$ cat src/rtl/absorb_pkg.sv
package absorb_pkg;

    localparam int RATE_BYTES = 136;
    localparam int IDX_W      = $clog2(RATE_BYTES + 1);
    localparam logic [7:0] PAD_DOMAIN = 8'h06;
    localparam logic [7:0] PAD_TAIL   = 8'h80;

    typedef enum logic [1:0] {
        ST_IDLE,
        ST_FILL,
        ST_OFFER,
        ST_WAIT
    } abs_state_e;

    // One write-back request: which slot, and whether it takes the memory byte or a pad byte
    typedef struct packed {
        logic             en;
        logic             from_mem;
        logic [IDX_W-1:0] idx;
        logic [7:0]       pad;
    } wb_req_t;

    function automatic logic [7:0] pad_byte(input logic at_end, input logic at_tail);
        return (at_end ? PAD_DOMAIN : 8'h00) | (at_tail ? PAD_TAIL : 8'h00);
    endfunction

endpackage

$ cat src/rtl/absorb_seq.sv
module absorb_seq
    import absorb_pkg::*;
#(
    parameter int LEN_W = 11
) (
    input  logic             clk,
    input  logic             rst,
    input  logic             start_i,
    input  logic [LEN_W-1:0] len_i,
    input  logic             blk_ready_i,
    output logic             mem_en_o,
    output logic [LEN_W-1:0] mem_addr_o,
    output wb_req_t          wb_o,
    output logic             valid_o,
    output logic             last_o,
    output logic             done_o,
    output logic             busy_o
);

    localparam logic [IDX_W-1:0] CNT_END  = IDX_W'(RATE_BYTES);
    localparam logic [IDX_W-1:0] CNT_TAIL = IDX_W'(RATE_BYTES - 1);
    localparam logic [LEN_W-1:0] RATE_L   = LEN_W'(RATE_BYTES);

    abs_state_e       state_q;
    logic [LEN_W-1:0] len_q;
    logic [LEN_W-1:0] base_q;
    logic [IDX_W-1:0] cnt_q;
    wb_req_t          wb_q;
    logic             done_q;

    logic [LEN_W-1:0] remain;
    logic [LEN_W-1:0] cnt_l;
    logic             is_last;
    logic             issue;
    logic             in_msg;

    assign remain  = len_q - base_q;
    assign cnt_l   = LEN_W'(cnt_q);
    assign is_last = remain < RATE_L;
    assign issue   = (state_q == ST_FILL) && (cnt_q < CNT_END);
    assign in_msg  = cnt_l < remain;

    assign mem_en_o   = issue && in_msg;
    assign mem_addr_o = base_q + cnt_l;
    assign wb_o       = wb_q;
    assign valid_o    = (state_q == ST_OFFER);
    assign last_o     = valid_o && is_last;
    assign done_o     = done_q;
    assign busy_o     = (state_q != ST_IDLE);

    always_ff @(posedge clk) begin
        if (rst) begin
            state_q <= ST_IDLE;
            len_q   <= '0;
            base_q  <= '0;
            cnt_q   <= '0;
            wb_q    <= '0;
            done_q  <= 1'b0;
        end else begin
            done_q      <= 1'b0;
            wb_q.en       <= issue;
            wb_q.from_mem <= in_msg;
            wb_q.idx      <= cnt_q;
            wb_q.pad      <= pad_byte(cnt_l == remain, is_last && (cnt_q == CNT_TAIL));
            unique case (state_q)
                ST_IDLE: begin
                    if (start_i) begin
                        len_q   <= len_i;
                        base_q  <= '0;
                        cnt_q   <= '0;
                        state_q <= ST_FILL;
                    end
                end
                ST_FILL: begin
                    if (cnt_q == CNT_END) state_q <= ST_OFFER;
                    else                  cnt_q   <= cnt_q + 1'b1;
                end
                ST_OFFER: begin
                    if (!blk_ready_i) begin
                        if (is_last) begin
                            state_q <= ST_IDLE;
                            done_q  <= 1'b1;
                        end else begin
                            state_q <= ST_WAIT;
                        end
                    end
                end
                ST_WAIT: begin
                    if (blk_ready_i) begin
                        base_q  <= base_q + RATE_L;
                        cnt_q   <= '0;
                        state_q <= ST_FILL;
                    end
                end
                default: state_q <= ST_IDLE;
            endcase
        end
    end

    // the fill counter never passes the flush slot
    p_cnt_bound_r1: assert property (@(posedge clk) disable iff (rst)
        (state_q == ST_FILL) |-> (cnt_q <= CNT_END));

    // no read at or past the message end
    p_addr_in_msg_r1: assert property (@(posedge clk) disable iff (rst)
        mem_en_o |-> (mem_addr_o < len_q));

    // a start while busy leaves the captured length alone
    p_start_ignored_r9: assert property (@(posedge clk) disable iff (rst)
        (busy_o && start_i) |=> (len_q == $past(len_q)));

    // done only after the final block was accepted
    p_done_after_last_r8: assert property (@(posedge clk) disable iff (rst)
        done_o |-> $past(valid_o && last_o && !blk_ready_i));

endmodule

$ cat src/rtl/absorb_blkreg.sv
module absorb_blkreg
    import absorb_pkg::*;
#(
    parameter int BLK_W = RATE_BYTES * 8
) (
    input  logic             clk,
    input  logic             rst,
    input  wb_req_t          wb_i,
    input  logic [7:0]       mem_rdata_i,
    output logic [BLK_W-1:0] blk_o
);

    for (genvar j = 0; j < RATE_BYTES; j++) begin : g_slot
        logic [7:0] byte_q;
        always_ff @(posedge clk) begin
            if (rst)
                byte_q <= '0;
            else if (wb_i.en && (wb_i.idx == IDX_W'(j)))
                byte_q <= wb_i.from_mem ? mem_rdata_i : wb_i.pad;
        end
        assign blk_o[j*8 +: 8] = byte_q;
    end

    // write-back only addresses an existing slot
    p_wb_slot_r2: assert property (@(posedge clk) disable iff (rst)
        wb_i.en |-> (wb_i.idx < IDX_W'(RATE_BYTES)));

endmodule

$ cat src/rtl/absorb_assembler.sv
module absorb_assembler
    import absorb_pkg::*;
#(
    parameter int LEN_W = 11,
    localparam int BLK_W = RATE_BYTES * 8
) (
    input  logic             clk,
    input  logic             rst,
    input  logic             start_i,
    input  logic [LEN_W-1:0] len_i,
    output logic             busy_o,
    output logic             mem_en_o,
    output logic [LEN_W-1:0] mem_addr_o,
    input  logic [7:0]       mem_rdata_i,
    output logic             blk_valid_o,
    output logic             blk_last_o,
    output logic [BLK_W-1:0] blk_data_o,
    input  logic             blk_ready_i,
    output logic             done_o
);

    wb_req_t wb;

    absorb_seq #(.LEN_W(LEN_W)) u_seq (
        .clk         (clk),
        .rst         (rst),
        .start_i     (start_i),
        .len_i       (len_i),
        .blk_ready_i (blk_ready_i),
        .mem_en_o    (mem_en_o),
        .mem_addr_o  (mem_addr_o),
        .wb_o        (wb),
        .valid_o     (blk_valid_o),
        .last_o      (blk_last_o),
        .done_o      (done_o),
        .busy_o      (busy_o)
    );

    absorb_blkreg #(.BLK_W(BLK_W)) u_blk (
        .clk         (clk),
        .rst         (rst),
        .wb_i        (wb),
        .mem_rdata_i (mem_rdata_i),
        .blk_o       (blk_data_o)
    );

    // an offered block stays put while ready is high
    p_hold_block_r5: assert property (@(posedge clk) disable iff (rst)
        (blk_valid_o && blk_ready_i) |=> (blk_valid_o && $stable(blk_data_o)));

    // acceptance withdraws the block on the next cycle
    p_accept_drops_r5: assert property (@(posedge clk) disable iff (rst)
        (blk_valid_o && !blk_ready_i) |=> !blk_valid_o);

    // last never appears without valid
    p_last_with_valid_r7: assert property (@(posedge clk) disable iff (rst)
        blk_last_o |-> blk_valid_o);

endmodule

$ cat config.mk
export PLATFORM = sky130hd
export DESIGN_NAME = absorb_assembler
export DESIGN_NICKNAME = d
export VERILOG_FILES = /design/src/rtl/absorb_pkg.sv /design/src/rtl/absorb_seq.sv /design/src/rtl/absorb_blkreg.sv /design/src/rtl/absorb_assembler.sv
export SDC_FILE = /design/constraint.sdc
export NUM_CORES = 2
export LEC_CHECK = 0
export BUFFER_PORTS_ARGS = -buffer_cell sky130_fd_sc_hd__buf_4
export CORE_AREA = 2 2 441 443
export CTS_CLUSTER_DIAMETER = 200
export DETAILED_ROUTE_END_ITERATION = 10
export DIE_AREA = 0 0 443 445
export SYNTH_ARGS = -nofsm -noshare
export SYNTH_HDL_FRONTEND = slang
export SYNTH_SLANG_ARGS = --single-unit
$ cat constraint.sdc
create_clock -name clk -period 2.8 [get_ports clk]
set_clock_uncertainty 0.2 [all_clocks]
set_input_delay 0 -clock clk [delete_from_list [all_inputs] [get_ports clk]]
set_output_delay 0 -clock clk [all_outputs]
set_load 0.005 [all_outputs]
==> impl_results.md <==
* Status: complete, but fails checks
* Failing checks: negative setup slack
* Largest net degree at the start of global routing at 135
* Worst-path clk slew at 0.06 ns
* First-pass GRT wire length at 267.9 mm
* Max Transition Viols Final at 0
* DRT antenna net count at 0
* Initial antenna violation count at 7
* Primary FF master, synth: dfxtp_1
* Vias in the first global route at 36838
* Post-synth cell types at 60
* CTS root buffer: clkbuf_16
* Fill count at 20168
* Vias after detailed routing at 38656
* Clk_lat worst skew at 0.80 ns
* Peak Freq at 0.3106 GHz
* GP Congestion at 0.8571
* Final wirelength at 192.8 mm
* Synthesis-stage register bit count at 1130
* Synthesis warning total at 0
* Pre-antenna DRT Iters at 8
* Die height at 445 um
* CP required at 2.60 ns
* Tightest Hold Check Type: in2reg
* Worst Setup Slack, final at -0.4192 ns
* Setup WS pre-CTS at 0.06884 ns
* Worst rel slew slack at 0.2526
* Row count at 161
* Total CTS buffers at 121
* Die width at 443 um
* WS Path Type: reg2out
* Post-route minimum period at 3.219 ns
* DP Cell Count at 8430
* RSZ-0062 raised after global routing: yes
* Slew @ Worst Pin at 1.121 ns
* Nets@finish at 6142
* R2r setup slk at 0 ns
* Setup TNS at -0.8037 ns
* Worst-case vdd ir drop at 0.5183 mV
* Mapped cell area at 41090 um^2
* GRT Total Usage at 0.1853
* Final setup fails at 3
* Syn nets at 4956
* CTS sink cnt at 1130
* Worst r2r path cells at 14
* # H-tree levels at 3
* Number of max-cap violations at 0
* Average cell area after synthesis at 8.379 um^2
* Data arrival, critical path at 3.02 ns
* Period Utilization, post-route at 1.150
* Area grow syn2layout at 42.73%
* Placed Area at 53670 um^2
* Vias per cell at 4.435
* Initial Util at 0.2140
* PwrDens at 588.0 nW/um^2
* Boundary Pins at 1127
* Hold path cells at 3
* CP Max Fanout at 5
* Full die area at 197100 um^2
* Non-filler cells, final at 8717
* IO buf count at 1126
* Finished Cell Area at 58650 um^2
* Async set-or-reset flop fraction in the synthesized netlist at 0
* WL/cell at 22.11 um
* Share of cells above drive strength 1 at 0.2845
* Clock Path Buffers at 3
* Setup crit end kind: output port
* Congestion Overflow GR at 0
* TritonCTS clock tree: built
* HPWL after detailed placement at 141.1 mm
* DRC violations left at 0
* Sequential area share after synthesis at 0.5505
* Post-Synthesis Cells at 4904
* Initial DRC count at 2785
* Core box area at 192000 um^2
* Final hold viol count at 0
* CP Launch Type: register
* P_leak at 23.36 nW
* EDFF count, synth at 0
metal layers:
metal	track usage	vias up	share of wire
li1	-	18528	-
met1	0.2133	18371	0.39
met2	0.3307	1407	0.51
met3	0.03789	350	0.061
met4	0.07942	0	0.043
met5	0	-	0
final timing paths:
check	from	endpoint
worst max-delay path	u_seq.base_q[3]$_SDFFE_PP0P_	mem_en_o
worst max register to register	u_seq.base_q[5]$_SDFFE_PP0P_	u_seq.state_q[1]$_SDFFE_PP0P_
worst min register to register	u_blk.g_slot[49].byte_q[4]$_SDFFE_PP0P_	u_blk.g_slot[49].byte_q[4]$_SDFFE_PP0P_
worst min-delay path	rst	u_blk.g_slot[70].byte_q[0]$_SDFFE_PP0P_
area by class of cell:
type | instances | area [um^2] | area share
diodes | 2 | 5.005 | 0.00008534
repair buffers | 1487 | 11720 | 0.1999
inverters | 22 | 82.58 | 0.001408
well taps | 2526 | 3161 | 0.05389
multi-input cells | 3328 | 17010 | 0.2901
clock inverters | 43 | 484.2 | 0.008256
clock buffers | 179 | 3546 | 0.06046
flip-flops and latches | 1130 | 22640 | 0.3860
worst max-delay path, stage by stage, from the launching register on:
cell and delay, ns:
dfxtp_2 0.34, inv_2 0.05, ha_4 0.28, buf_6 0.12, o211ai_1 0.12, o21ai_2 0.18
xor2_1 0.21, inv_1 0.11, ha_4 0.22, o21a_1 0.18, a21oi_2 0.16, o21ba_2 0.15
buf_6 0.11
cells by family after synthesis:
family                   share of synthesized area
AO/OA/AOI/OAI                               0.1337
adder cells (fa/ha/maj)                   0.008830
AND/OR/NAND/NOR                             0.2074
flip-flops                                  0.5505
multiplexers                               0.04729
buffers and inverters                      0.04653
other                                    0.0001828
XOR/XNOR                                  0.005542
registers in the layout, summed over array words and instances, names as in the netlist:
| register | count |
|---|---|
| u_seq.base_q | 8 |
| u_seq.len_q | 11 |
| u_seq.cnt_q | 8 |
| u_seq.state_q | 2 |
| u_seq.done_o | 1 |
| u_seq.wb_o | 12 |
| u_blk.g_slot.byte_q | 1088 |
per-stage QoR:
step	power, mW	utilization	hold WS [ns]
6_report	34.49	0.3055	0.06512
5_1_grt	35.58	0.3055	0.04607
4_1_cts	34.70	0.3046	0.005500
3_5_place_dp	18.33	0.2796	0.03881
3_3_place_gp	18.34	0.2796	0.03093
2_1_floorplan	17.45	-	-0.1227
cell usage after synthesis (6+ instances only):
library cell	instances	area (um^2)
a211oi_1	238	1787
a21o_1	6	45.04
a21oi_1	683	3418
and2_1	22	137.6
buf_1	12	45.04
buf_2	94	470.5
buf_4	28	210.2
clkbuf_1	288	1081
dfxtp_1	1130	22620
ha_1	29	362.9
inv_1	22	82.58
mux2i_1	193	1932
nand2_1	593	2226
nand2b_1	11	68.82
nand3_1	72	360.4
nor2_1	1324	4970
nor2_2	6	37.54
nor2b_1	8	50.05
nor3_1	17	85.08
nor3_2	17	170.2
nor3_4	7	113.9
or3_1	7	43.79
xnor2_1	15	131.4
xor2_1	11	96.34
power by group:
group          internal, mW  switching, mW  leakage, nW
sequential             16.1         0.0457         9.10
combinational         0.769           1.41         12.3
clock                  9.16           6.99         1.97
placed cells by master, fill, tap and decap left out, types with 12 or more instances in the layout:
cell           netlist  final
inv_1               22     19
nor3_2              17     16
nor3_1              17     14
mux2i_1            193    192
clkbuf_1           288     28
nor2_2               6     12
dlygate4sd3_1        0     45
a211oi_1           238    237
dfxtp_1           1130   1120
buf_12               0     33
clkinv_2             0     20
nand2_1            593    587
nor2_1            1324   1313
clkbuf_8             0     30
a21oi_1            683    677
nand3_1             72     71
and2_1              22     17
ha_1                29     15
clkbuf_16            0    121
buf_4               28   1401
timing repair:
item / 4_1_cts / 5_1_grt
buffers inserted: 14 / 5
endpoints found under the setup margin: 6 / 7
hold endpoints to repair: 1125 / 0
gates resized for setup: 42 / 28
cloned: 0 / 0
pin swaps: 19 / 28
hold buffers: 45 / 0
Power figures use the tool's default switching activity.
